<file path="config.mk">
export PLATFORM = sky130hd
export DESIGN_NAME = usb_crc_engine
export DESIGN_NICKNAME = d
export VERILOG_FILES = /design/src/rtl/usb_crc_pkg.sv /design/src/rtl/usb_crc16_lut.sv /design/src/rtl/usb_crc16_unit.sv /design/src/rtl/usb_crc5_unit.sv /design/src/rtl/usb_crc_engine.sv
export SDC_FILE = /design/constraint.sdc
export NUM_CORES = 1
export LEC_CHECK = 0
export ABC_AREA = 1
export ABC_CLOCK_PERIOD_IN_PS = 2400
export CORE_AREA = 8 8 85 87
export DETAILED_ROUTE_END_ITERATION = 16
export DIE_AREA = 0 0 93 95
export HOLD_SLACK_MARGIN = 0.1
export PLACE_DENSITY = 0.73
export SYNTH_ARGS = -nofsm -noshare
export SYNTH_HDL_FRONTEND = slang
export SYNTH_SLANG_ARGS = --single-unit
</file>
<file path="constraint.sdc">
create_clock -name clk_i -period 2.4 [get_ports clk_i]
set_clock_uncertainty 0.2 [all_clocks]
set_input_delay 0.24 -clock clk_i [delete_from_list [all_inputs] [get_ports clk_i]]
set_output_delay 0.24 -clock clk_i [all_outputs]
set_load 0.02 [all_outputs]
</file>
<file path="src/rtl/usb_crc_pkg.sv">
package usb_crc_pkg;
  localparam int unsigned BYTE_W  = 8;
  localparam int unsigned CRC5_W  = 5;
  localparam int unsigned CRC16_W = 16;
  localparam int unsigned TBL_N   = 1 << BYTE_W;
  localparam int unsigned TOK_LO_BITS = 3;  // endpoint bits in token byte 1
  localparam logic [CRC5_W-1:0]  POLY5_REF  = 5'h14;
  localparam logic [CRC16_W-1:0] POLY16_REF = 16'hA001;

  typedef enum logic {MODE_TOKEN = 1'b0, MODE_DATA = 1'b1} crc_mode_e;

  function automatic logic [CRC5_W-1:0] crc5_feed(logic [CRC5_W-1:0] c,
                                                 logic [BYTE_W-1:0] v,
                                                 int unsigned n);
    logic [CRC5_W-1:0] r;
    r = c;
    for (int i = 0; i < BYTE_W; i++) begin
      if (i < n) r = (r[0] ^ v[i]) ? ((r >> 1) ^ POLY5_REF) : (r >> 1);
    end
    return r;
  endfunction

  function automatic logic [CRC16_W-1:0] crc16_bits(logic [CRC16_W-1:0] c,
                                                   logic [BYTE_W-1:0] v);
    logic [CRC16_W-1:0] r;
    r = c;
    for (int i = 0; i < BYTE_W; i++)
      r = (r[0] ^ v[i]) ? ((r >> 1) ^ POLY16_REF) : (r >> 1);
    return r;
  endfunction

  // residual = register after an intact packet: complemented init fed back
  localparam logic [CRC16_W-1:0] RES16 = crc16_bits(crc16_bits('1, 8'h00), 8'h00);
  localparam logic [CRC5_W-1:0]  RES5  = crc5_feed('1, 8'h00, CRC5_W);
endpackage

</file>
<file path="src/rtl/usb_crc16_lut.sv">
module usb_crc16_lut
  import usb_crc_pkg::*;
(
  input  logic [BYTE_W-1:0]  idx_i,
  output logic [CRC16_W-1:0] word_o
);
  logic [CRC16_W-1:0] tbl [TBL_N];

  for (genvar g = 0; g < TBL_N; g++) begin : g_tbl
    assign tbl[g] = crc16_bits(CRC16_W'(g), '0);
  end

  assign word_o = tbl[idx_i];
endmodule

</file>
<file path="src/rtl/usb_crc16_unit.sv">
module usb_crc16_unit
  import usb_crc_pkg::*;
(
  input  logic               clk_i,
  input  logic               rst_ni,
  input  logic               load_i,
  input  logic               en_i,
  input  logic [BYTE_W-1:0]  data_i,
  output logic [CRC16_W-1:0] crc_d_o,
  output logic [CRC16_W-1:0] crc_q_o
);
  logic [CRC16_W-1:0] base, tword;

  assign base = load_i ? '1 : crc_q_o;

  usb_crc16_lut u_lut (
    .idx_i  (base[BYTE_W-1:0] ^ data_i),
    .word_o (tword)
  );

  assign crc_d_o = en_i ? ((base >> BYTE_W) ^ tword) : base;

  always_ff @(posedge clk_i or negedge rst_ni) begin
    if (!rst_ni) crc_q_o <= '1;
    else         crc_q_o <= crc_d_o;
  end
endmodule

</file>
<file path="src/rtl/usb_crc5_unit.sv">
module usb_crc5_unit
  import usb_crc_pkg::*;
(
  input  logic              clk_i,
  input  logic              rst_ni,
  input  logic              load_i,
  input  logic              en_i,
  input  logic [BYTE_W-1:0] data_i,
  output logic [CRC5_W-1:0] crc_q_o,
  output logic [CRC5_W-1:0] res_d_o,
  output logic              done_d_o
);
  localparam int unsigned CNT_W = 2;
  logic [CNT_W-1:0]  cnt_q, cnt_base, cnt_d;
  logic [CRC5_W-1:0] crc_base, crc_d, res_q, res_base;

  assign cnt_base = load_i ? '0 : cnt_q;
  assign crc_base = load_i ? '1 : crc_q_o;
  assign res_base = load_i ? '1 : res_q;

  always_comb begin
    cnt_d   = cnt_base;
    crc_d   = crc_base;
    res_d_o = res_base;
    if (en_i) begin
      unique case (cnt_base)
        2'd0: begin
          crc_d   = crc5_feed(crc_base, data_i, BYTE_W);
          res_d_o = crc_d;
          cnt_d   = 2'd1;
        end
        2'd1: begin
          crc_d   = crc5_feed(crc_base, data_i, TOK_LO_BITS);
          res_d_o = crc5_feed(crc_d, data_i >> TOK_LO_BITS, BYTE_W - TOK_LO_BITS);
          cnt_d   = 2'd2;
        end
        default: ;  // trailing bytes ignored
      endcase
    end
  end

  assign done_d_o = (cnt_d == 2'd2);

  always_ff @(posedge clk_i or negedge rst_ni) begin
    if (!rst_ni) begin
      cnt_q   <= '0;
      crc_q_o <= '1;
      res_q   <= '1;
    end else begin
      cnt_q   <= cnt_d;
      crc_q_o <= crc_d;
      res_q   <= res_d_o;
    end
  end
endmodule

</file>
<file path="src/rtl/usb_crc_engine.sv">
module usb_crc_engine
  import usb_crc_pkg::*;
(
  input  logic               clk_i,
  input  logic               rst_ni,
  input  logic               start_i,
  input  logic               mode_i,
  input  logic               valid_i,
  input  logic [BYTE_W-1:0]  data_i,
  input  logic               end_i,
  output logic [CRC16_W-1:0] crc_o,
  output logic               pass_o
);
  crc_mode_e          mode_q, mode_eff;
  logic [CRC16_W-1:0] c16_d, c16_q;
  logic [CRC5_W-1:0]  c5_q, r5_d;
  logic               tok_done;

  assign mode_eff = start_i ? crc_mode_e'(mode_i) : mode_q;

  usb_crc16_unit u_c16 (
    .clk_i   (clk_i),
    .rst_ni  (rst_ni),
    .load_i  (start_i),
    .en_i    (valid_i && mode_eff == MODE_DATA),
    .data_i  (data_i),
    .crc_d_o (c16_d),
    .crc_q_o (c16_q)
  );

  usb_crc5_unit u_c5 (
    .clk_i    (clk_i),
    .rst_ni   (rst_ni),
    .load_i   (start_i),
    .en_i     (valid_i && mode_eff == MODE_TOKEN),
    .data_i   (data_i),
    .crc_q_o  (c5_q),
    .res_d_o  (r5_d),
    .done_d_o (tok_done)
  );

  always_ff @(posedge clk_i or negedge rst_ni) begin
    if (!rst_ni) begin
      mode_q <= MODE_DATA;
      pass_o <= 1'b0;
    end else begin
      mode_q <= mode_eff;
      if (end_i)
        pass_o <= (mode_eff == MODE_DATA) ? (c16_d == RES16)
                                          : (tok_done && r5_d == RES5);
      else if (start_i)
        pass_o <= 1'b0;
    end
  end

  assign crc_o = (mode_q == MODE_DATA) ? ~c16_q
                                       : {{(CRC16_W-CRC5_W){1'b0}}, ~c5_q};
endmodule

</file>
==> key figures, run 1 <==
Critical path
  • Crit path largest cell delay: 0.64 ns
  • Cell Chain, Critical Path: buf_4, mux2i_1, clkdlybuf4s50_1
  • CP Data Required Time: 1.96 ns
  • Critical Path Start Type: flip-flop
  • Crit end category: primary output
  • Crit-path slowest cell: clkdlybuf4s50_1
  • Crit path DAT: 1.85 ns
  • Critical Path Fanout Max: 7
  • Setup CP Type: reg -> out
  • Family with the most delay on the worst path: buffers and inverters
  • Worst Path Buf+Inv: 2

STA
  • Max Clk Rate: about 440 MHz
  • Final Hold Vio Count: 0
  • Minimum clock period: 2.29 ns
  • Fin crit share: 95.3%
  • Final setup fails: 0
  • Max-slew violation count: 0
  • Tightest Pin Transition: 0.406 ns
  • Slew HR: 72.9%

Clocking
  • CTS H-Tree Depth: 2
  • CTS Sinks: 30
  • Max clock buf depth: 2
  • CTS tree: built
  • Root Buffer: clkbuf_8
  • CTS clock-pin slew for the worst setup and hold paths: roughly 0.070 ns
  • CTS Buf Count: 5
  • Worst-Skew Late Latency: 0.28 ns

Floorplan
  • I/O pin cnt: 31
  • Core region area: 5820 um^2
  • Die ar.: slightly below 9000 um^2
  • Initial core utilization: between 40 and 50%
  • Die Width: 93 um
  • Die height: 95 um
  • Std cell rows: 28

Synthesis
  • #FFs+latches synth: 30
  • Distinct cells, synth: 35
  • Post-synth EDFFs: 0
  • Synth top cells by count: nand2_1, inv_1, nand3_1, nor2_1, dfstp_2
  • Net Count, Synth: 415
  • Largest area contributor in the netlist: dfstp_2
  • Yosys warns: 0
  • Mean area per synthesized cell: about 6.4 um^2
  • Register area share after synthesis: a little over 30%
  • Ys async rst share: 100%
  • Synth Cell Area: ~2600 um^2
  • Most frequent cell after synthesis: nand2_1
  • Post-Synthesis Cells: ~400
  • Synth top area share: 27.7%
  • Top post-synthesis cells by area: dfstp_2, nand2_1, nand3_1, inv_1, nor2_1
  • Top FF cell, synth: dfstp_2

Routing
  • DR WL/cell: 13.3 um
  • DR vias: 2660
  • Final WL: between 7000 and 8000 um
  • Antenna Nets Post-Route: 0
  • First-pass DRT Iterations: 5
  • Iter 0 DRT Violations: 239
  • Number of remaining DRC errors: 0
  • Via density: between 5 and 6

GRT
  • Largest net degree at the start of global routing: 31
  • Tot GR Track Use: 16.4%
  • Gr ovfl total: 0
  • First-pass GRT wire length: 11700 um
  • Vias in the first global route: 2526
  • Initial antenna violation count: 0

Power and ir drop
  • PwrDens: about 590 nW/um^2
  • Maximum vdd drop: 0.383 mV
  • Leakage power: 1.57 nW

Layout
  • Core Util, Final: 55.1%
  • Multi-input gate area: 1520 um^2
  • Fraction of layout cells with a size suffix above 1: between 20% and 30%
  • Storage element area: 785 um^2
  • Fin nets: roughly 470
  • Layout area overhead: 25.1%
  • Layout Cells excl Fill: 528
  • Antenna diodes: 0
  • Design Area, Final: 3210 um^2
  • # fillers: between 500 and 600

Flow run
  • Max_cap viols: 0

Placement
  • Placed Cells incl. Taps: 519
  • Area after DPL: 3070 um^2
  • Port Buffers: 30
  • Post-DP HPWL: 5580 um
  • Routability Congestion: 0.941

Hold path
  • Worst min path class: in -> async

Run status
  • Outcome: complete, no violations
==> layout make-up <==
| cell class | count | area share (%) |
|---|---|---|
| Clock inverter | 1 | 0.937 |
| Tap cell | 75 | 2.93 |
| Clock buffer | 7 | 2.38 |
| Inverter | 54 | 6.32 |
| Timing Repair Buffer | 56 | 15.7 |
| Multi-Input combinational cell | 305 | 47.3 |
| Sequential cell | 30 | 24.5 |
==> logic make-up (layout without fill, tap and decap cells) <==
family | count (synthesis) | in the layout | share of synthesized area (%)
AOI/OAI and AO/OA | 34 | 34 | 8.30
xor gates and xnor gates | 5 | 5 | 2.59
adders and majority gates | 3 | 3 | 1.46
buffers and inverters | 63 | 118 | 11.1
DFF | 30 | 30 | 30.6
muxes | 1 | 1 | 0.391
and+or+nand+nor | 262 | 262 | 45.5
==> timing repair <==
action | in CTS | in global routing
resized for setup | 1 | 6
cloned | 0 | 0
hold buffers | 0 | 0
endpoints found under the setup margin | 1 | 1
pin swaps | 0 | 1
endpoints found under the hold margin | 0 | 0
buffers inserted | 0 | 1
==> metrics by stage <==
step	power, mW	setup slack (ns)	hold slack, ns	setup TNS [ns]
floorplan	1.13	0.264	-0.256	0
global placement	1.36	-0.0383	0.325	-0.0383
detailed placement	1.38	-0.0648	0.314	-0.0648
CTS	1.89	0.118	0.174	0
global route	2.02	-0.0248	0.188	-0.0248
finish	1.90	0.112	0.152	0
==> state kept, by name, indices dropped and copies added, names as in the netlist <==
name           flops
u_c5.res_q         5
u_c5.crc_q_o       5
u_c16.crc_q_o     16
pass_o             1
u_c5.cnt_q         2
mode_q             1
==> power by group <==
part	total, mW	leakage, nW	internal (mW)	switching, mW
logic	0.719	1.20	0.276	0.443
registers	0.667	0.323	0.622	0.0455
clock network	0.515	0.0524	0.311	0.204
total	1.90	1.57	1.21	0.693
==> path summary, 6_finish.rpt <==
| path | from | to | slack [ns] | cells past startpoint |
|---|---|---|---|---|
| setup / recovery | mode_q | crc_o[0] | 0.11 | 3 |
| setup reg to reg | u_c16.crc_q_o[6] | pass_o | 0.17 | 19 |
| min in group clk_i | start_i | mode_q | 0.30 | 3 |
| hold / removal | rst_ni | pass_o | 0.15 | 2 |
| max in group asynchronous | rst_ni | u_c5.crc_q_o[3] | 1.51 | 2 |
| hold reg to reg | pass_o | pass_o | 0.34 | 2 |
==> routing by layer <==
layer	track usage, %	share of wire [%]
met1	21.8	47
met4	4.30	1.4
met2	26.3	46
met3	3.17	6.3
met5	0	0
==> worst reg2reg max path, stage by stage (launching register included) <==
cell,delay (ns)
dfstp_2,0.57
inv_1,0.04
nand2_1,0.07
nand2_1,0.06
nand2_1,0.12
nand2_1,0.07
nand2_1,0.10
inv_1,0.05
nand2_1,0.08
nand2_1,0.07
nand2_2,0.08
nand2_2,0.07
nand2_1,0.08
nand3_1,0.06
o21ai_1,0.12
nor2_1,0.07
nand2_1,0.07
nand2_1,0.04
nand2_1,0.05
nand2_1,0.05
==> layout by cell type (no fill, tap or decap), drive strengths merged <==
cell           instances
nor2                  47
a21oi                  3
nand3                 43
inv                   54
bufinv                 1
xor2                   5
clkdlybuf4s50         28
o31ai                  1
nand2                166
nand4                  1
dfstp                 27
dlygate4sd2            1
clkbuf                 7
or2                    4
o21ai                 25
a32oi                  4
dfrtp                  3
mux2i                  1
ha                     3
and2                   1
buf                   27
a22oi                  1
Note: power is estimated with default switching activity, not from simulation.
==> run 2: changes to the inputs <==
--- a/config.mk
+++ b/config.mk
@@ -12,6 +12,7 @@
 export DIE_AREA = 0 0 93 95
 export HOLD_SLACK_MARGIN = 0.1
 export PLACE_DENSITY = 0.73
+export SKIP_LAST_GASP = 1
 export SYNTH_ARGS = -nofsm -noshare
 export SYNTH_HDL_FRONTEND = slang
 export SYNTH_SLANG_ARGS = --single-unit
==> results of run 2 <==
Final layout, timing and power as in run 1 (identical DEF).
==> run 3: changes to the inputs <==
--- a/config.mk
+++ b/config.mk
@@ -7,9 +7,9 @@
 export LEC_CHECK = 0
 export ABC_AREA = 1
 export ABC_CLOCK_PERIOD_IN_PS = 2400
-export CORE_AREA = 8 8 85 87
+export CORE_AREA = 2 2 79 81
 export DETAILED_ROUTE_END_ITERATION = 16
-export DIE_AREA = 0 0 93 95
+export DIE_AREA = 0 0 81 83
 export HOLD_SLACK_MARGIN = 0.1
 export PLACE_DENSITY = 0.73
 export SKIP_LAST_GASP = 1
==> run 3 against run 2 <==
Effect of this change: routed wire length decreased by 6.7%; sequential cell count unchanged; critical path depth unchanged; first-iteration DRC count decreased by 8.4%; global-route usage increased by 5.0 points; non-clock buffer count decreased by 1; clock power about the same; via count decreased by 2.8%; design area decreased by 1.1%; critical path type unchanged; largest power group unchanged.
==> key figures, run 3 (synthesis gave the netlist of run 1 again) <==
Run status
  • Outcome: complete, no violations

Power and ir drop
  • Power share of the sequential group: 35.4% (+0.3 points)
  • Internal: 1.20 mW (-0.65%)
  • Sw power: 0.685 mW (-1.1%)
  • Leakage power: 1.55 nW (-1.1%)
  • Power Total: 1.89 mW (-0.82%)
  • Clk pwr share: 27.4% (+0.3 points)
  • Gate power share: 37.2% (-0.6 points)
  • PwrDens: 595 nW/um^2 (+0.28%)
  • Maximum vdd drop: 0.346 mV (-9.8%)
  • Sw Ratio: 36.3% (-0.11 points)

Clocking
  • Max clock buf depth: 2 (unchanged)
  • CTS H-Tree Depth: 2 (unchanged)
  • CTS Sinks: 30 (unchanged)
  • CTS Buf Count: 5 (unchanged)
  • CTS tree: built
  • CTS clock-pin slew for the worst setup and hold paths: 0.07 ns (about the same)
  • Worst-Skew Late Latency: 0.29 ns (about the same)
  • Root Buffer: clkbuf_8

Critical path
  • Critical Path Start Type: flip-flop
  • R2r startpoint: u_c5.crc_q_o[1]
  • Cell Chain, Critical Path: buf_4, mux2i_1, clkdlybuf4s50_1
  • Reg2Reg Depth: 15 (-4)
  • Worst flop-to-flop path endpoint: pass_o
  • Crit-path slowest cell: clkdlybuf4s50_1
  • CP Data Required Time: 1.96 ns (about the same)
  • Crit path largest cell delay: 0.64 ns (about the same)
  • Crit path DAT: 1.87 ns (+0.02 ns)
  • Setup CP Type: reg -> out
  • Worst Path Buf+Inv: 2 (unchanged)
  • Crit end category: primary output
  • Reg-to-reg slack, setup: 0.21 ns (+0.04 ns)
  • Family with the most delay on the worst path: buffers and inverters
  • Critical Path Fanout Max: 7 (unchanged)

Layout
  • Storage element area: 785 um^2 (unchanged)
  • Max reg flops: 16 (unchanged)
  • Multi-input gate area: 1500 um^2 (-0.99%)
  • Core Util, Final: 54.5% (-0.60 points)
  • Antenna diodes: 0 (unchanged)
  • Fin nets: 468 (-0.21%)
  • Fraction of layout cells with a size suffix above 1: 22.8% (-0.61 points)
  • Most frequent cells in the layout: nand2_1, inv_1, nand3_1
  • Top flop regs: u_c16.crc_q_o x16, u_c5.crc_q_o x5, u_c5.res_q x5
  • Layout area overhead: 23.7%
  • Reg with most FFs: u_c16.crc_q_o
  • Layout Cells excl Fill: 527 (-0.19%)
  • # fillers: 559 (-3.3%)
  • Commonest non-fill, non-tap cell in the layout: nand2_1

GRT
  • Tot GR Track Use: 21.3% (+5.0 points)
  • Gr ovfl total: 0 (unchanged)
  • Largest net degree at the start of global routing: 31 (unchanged)
  • Vias in the first global route: 2520 (-0.24%)
  • Initial antenna violation count: 0 (unchanged)
  • First-pass GRT wire length: 11200 um (-4.0%)

Floorplan
  • Std cell rows: 28 (unchanged)
  • Die Width: 81 um (-13%)
  • I/O pin cnt: 31 (unchanged)
  • Die ar.: 6720 um^2 (-24%)
  • Die height: 83 um (-13%)
  • Core region area: 5820 um^2 (unchanged)
  • Initial core utilization: 44.1% (unchanged)

Placement
  • Port Buffers: 30 (unchanged)
  • Post-DP HPWL: 5170 um (-7.4%)
  • Routability Congestion: 0.955 (+1.5%)
  • Placed Cells incl. Taps: 518 (-0.19%)

STA
  • RSZ-0062 raised after global routing: no
  • Max Clk Rate: 433 MHz (-1.0%)
  • Minimum clock period: 2.31 ns (+0.0234 ns)
  • Final setup fails: 0 (unchanged)
  • Tightest Pin Transition: 0.388 ns (-0.0178 ns)
  • Fin crit share: 96.3% (+0.97 points)
  • Max-slew violation count: 0 (unchanged)
  • Final Hold Vio Count: 0 (unchanged)
  • TNS Setup: 0 ns (unchanged)
  • Fin Hold WS: 0.146 ns (-0.00618 ns)
  • Slew HR: 74.1% (+1.2 points)

Routing
  • Iter 0 DRT Violations: 219 (-8.4%)
  • DR WL/cell: 12.5 um (-6.5%)
  • DR vias: 2585 (-2.8%)
  • Via density: 4.91 (-2.6%)
  • Number of remaining DRC errors: 0 (unchanged)
  • Final WL: 6580 um (-6.7%)
  • First-pass DRT Iterations: 5 (unchanged)
  • Antenna Nets Post-Route: 0 (unchanged)

Hold path
  • Worst min path class: in -> async

Flow run
  • Max_cap viols: 0 (unchanged)
[run 3: per-layer routing]
layer  wire (um)  global-route usage, %  vias to the layer above
met5           0                      0                        -
met4          77                   5.24                        0
met3         459                   5.11                        6
met2        2850                   33.1                       89
met1        3190                   29.7                     1150
li1            -                      -                     1340
[run 3: power by group through the flow]
stage | clock (mW) | combinational, mW | sequential (mW)
after floorplan | 0 | 0.467 | 0.666
after global placement | 0 | 0.681 | 0.675
after global routing | 0.551 | 0.787 | 0.678
after detailed placement | 0 | 0.686 | 0.677
after CTS | 0.522 | 0.688 | 0.670
final | 0.517 | 0.701 | 0.667
[run 3: layout make-up]
cell class              instances  area share, %
multi-input cells             305           47.4
flip-flops and latches         30           24.7
repair buffers                 55           15.2
inverters                      54           6.39
well taps                      75           2.96
clock buffers                   7           2.41
clock inverters                 1          0.947
[run 3: worst max path at each step]
| stage | slack (ns) | from | cells after the start | endpoint |
|---|---|---|---|---|
| after CTS | 0.1 | mode_q | 3 | crc_o[0] |
| after floorplan | 0.26 | mode_q | 16 | pass_o |
| after detailed placement | -0.08 | mode_i | 15 | pass_o |
| after global placement | -0.02 | data_i[5] | 16 | pass_o |
| after global routing | 0.006 | u_c5.crc_q_o[1] | 15 | pass_o |
| final | 0.09 | mode_q | 3 | crc_o[0] |
[run 3: through the flow]
stage	cell area [um^2]	setup WS, ns
6_report	3170	0.0887
5_1_grt	3170	0.00636
4_1_cts	3150	0.0966
3_5_place_dp	3050	-0.0764
3_3_place_gp	3050	-0.0186
2_1_floorplan	2560	0.264
[run 3: repair_timing]
action                                  4_1_cts  5_1_grt
endpoints found under the setup margin        1        1
gates resized for setup                       1        4
setup buffers                                 0        1
hold buffers                                  0        0
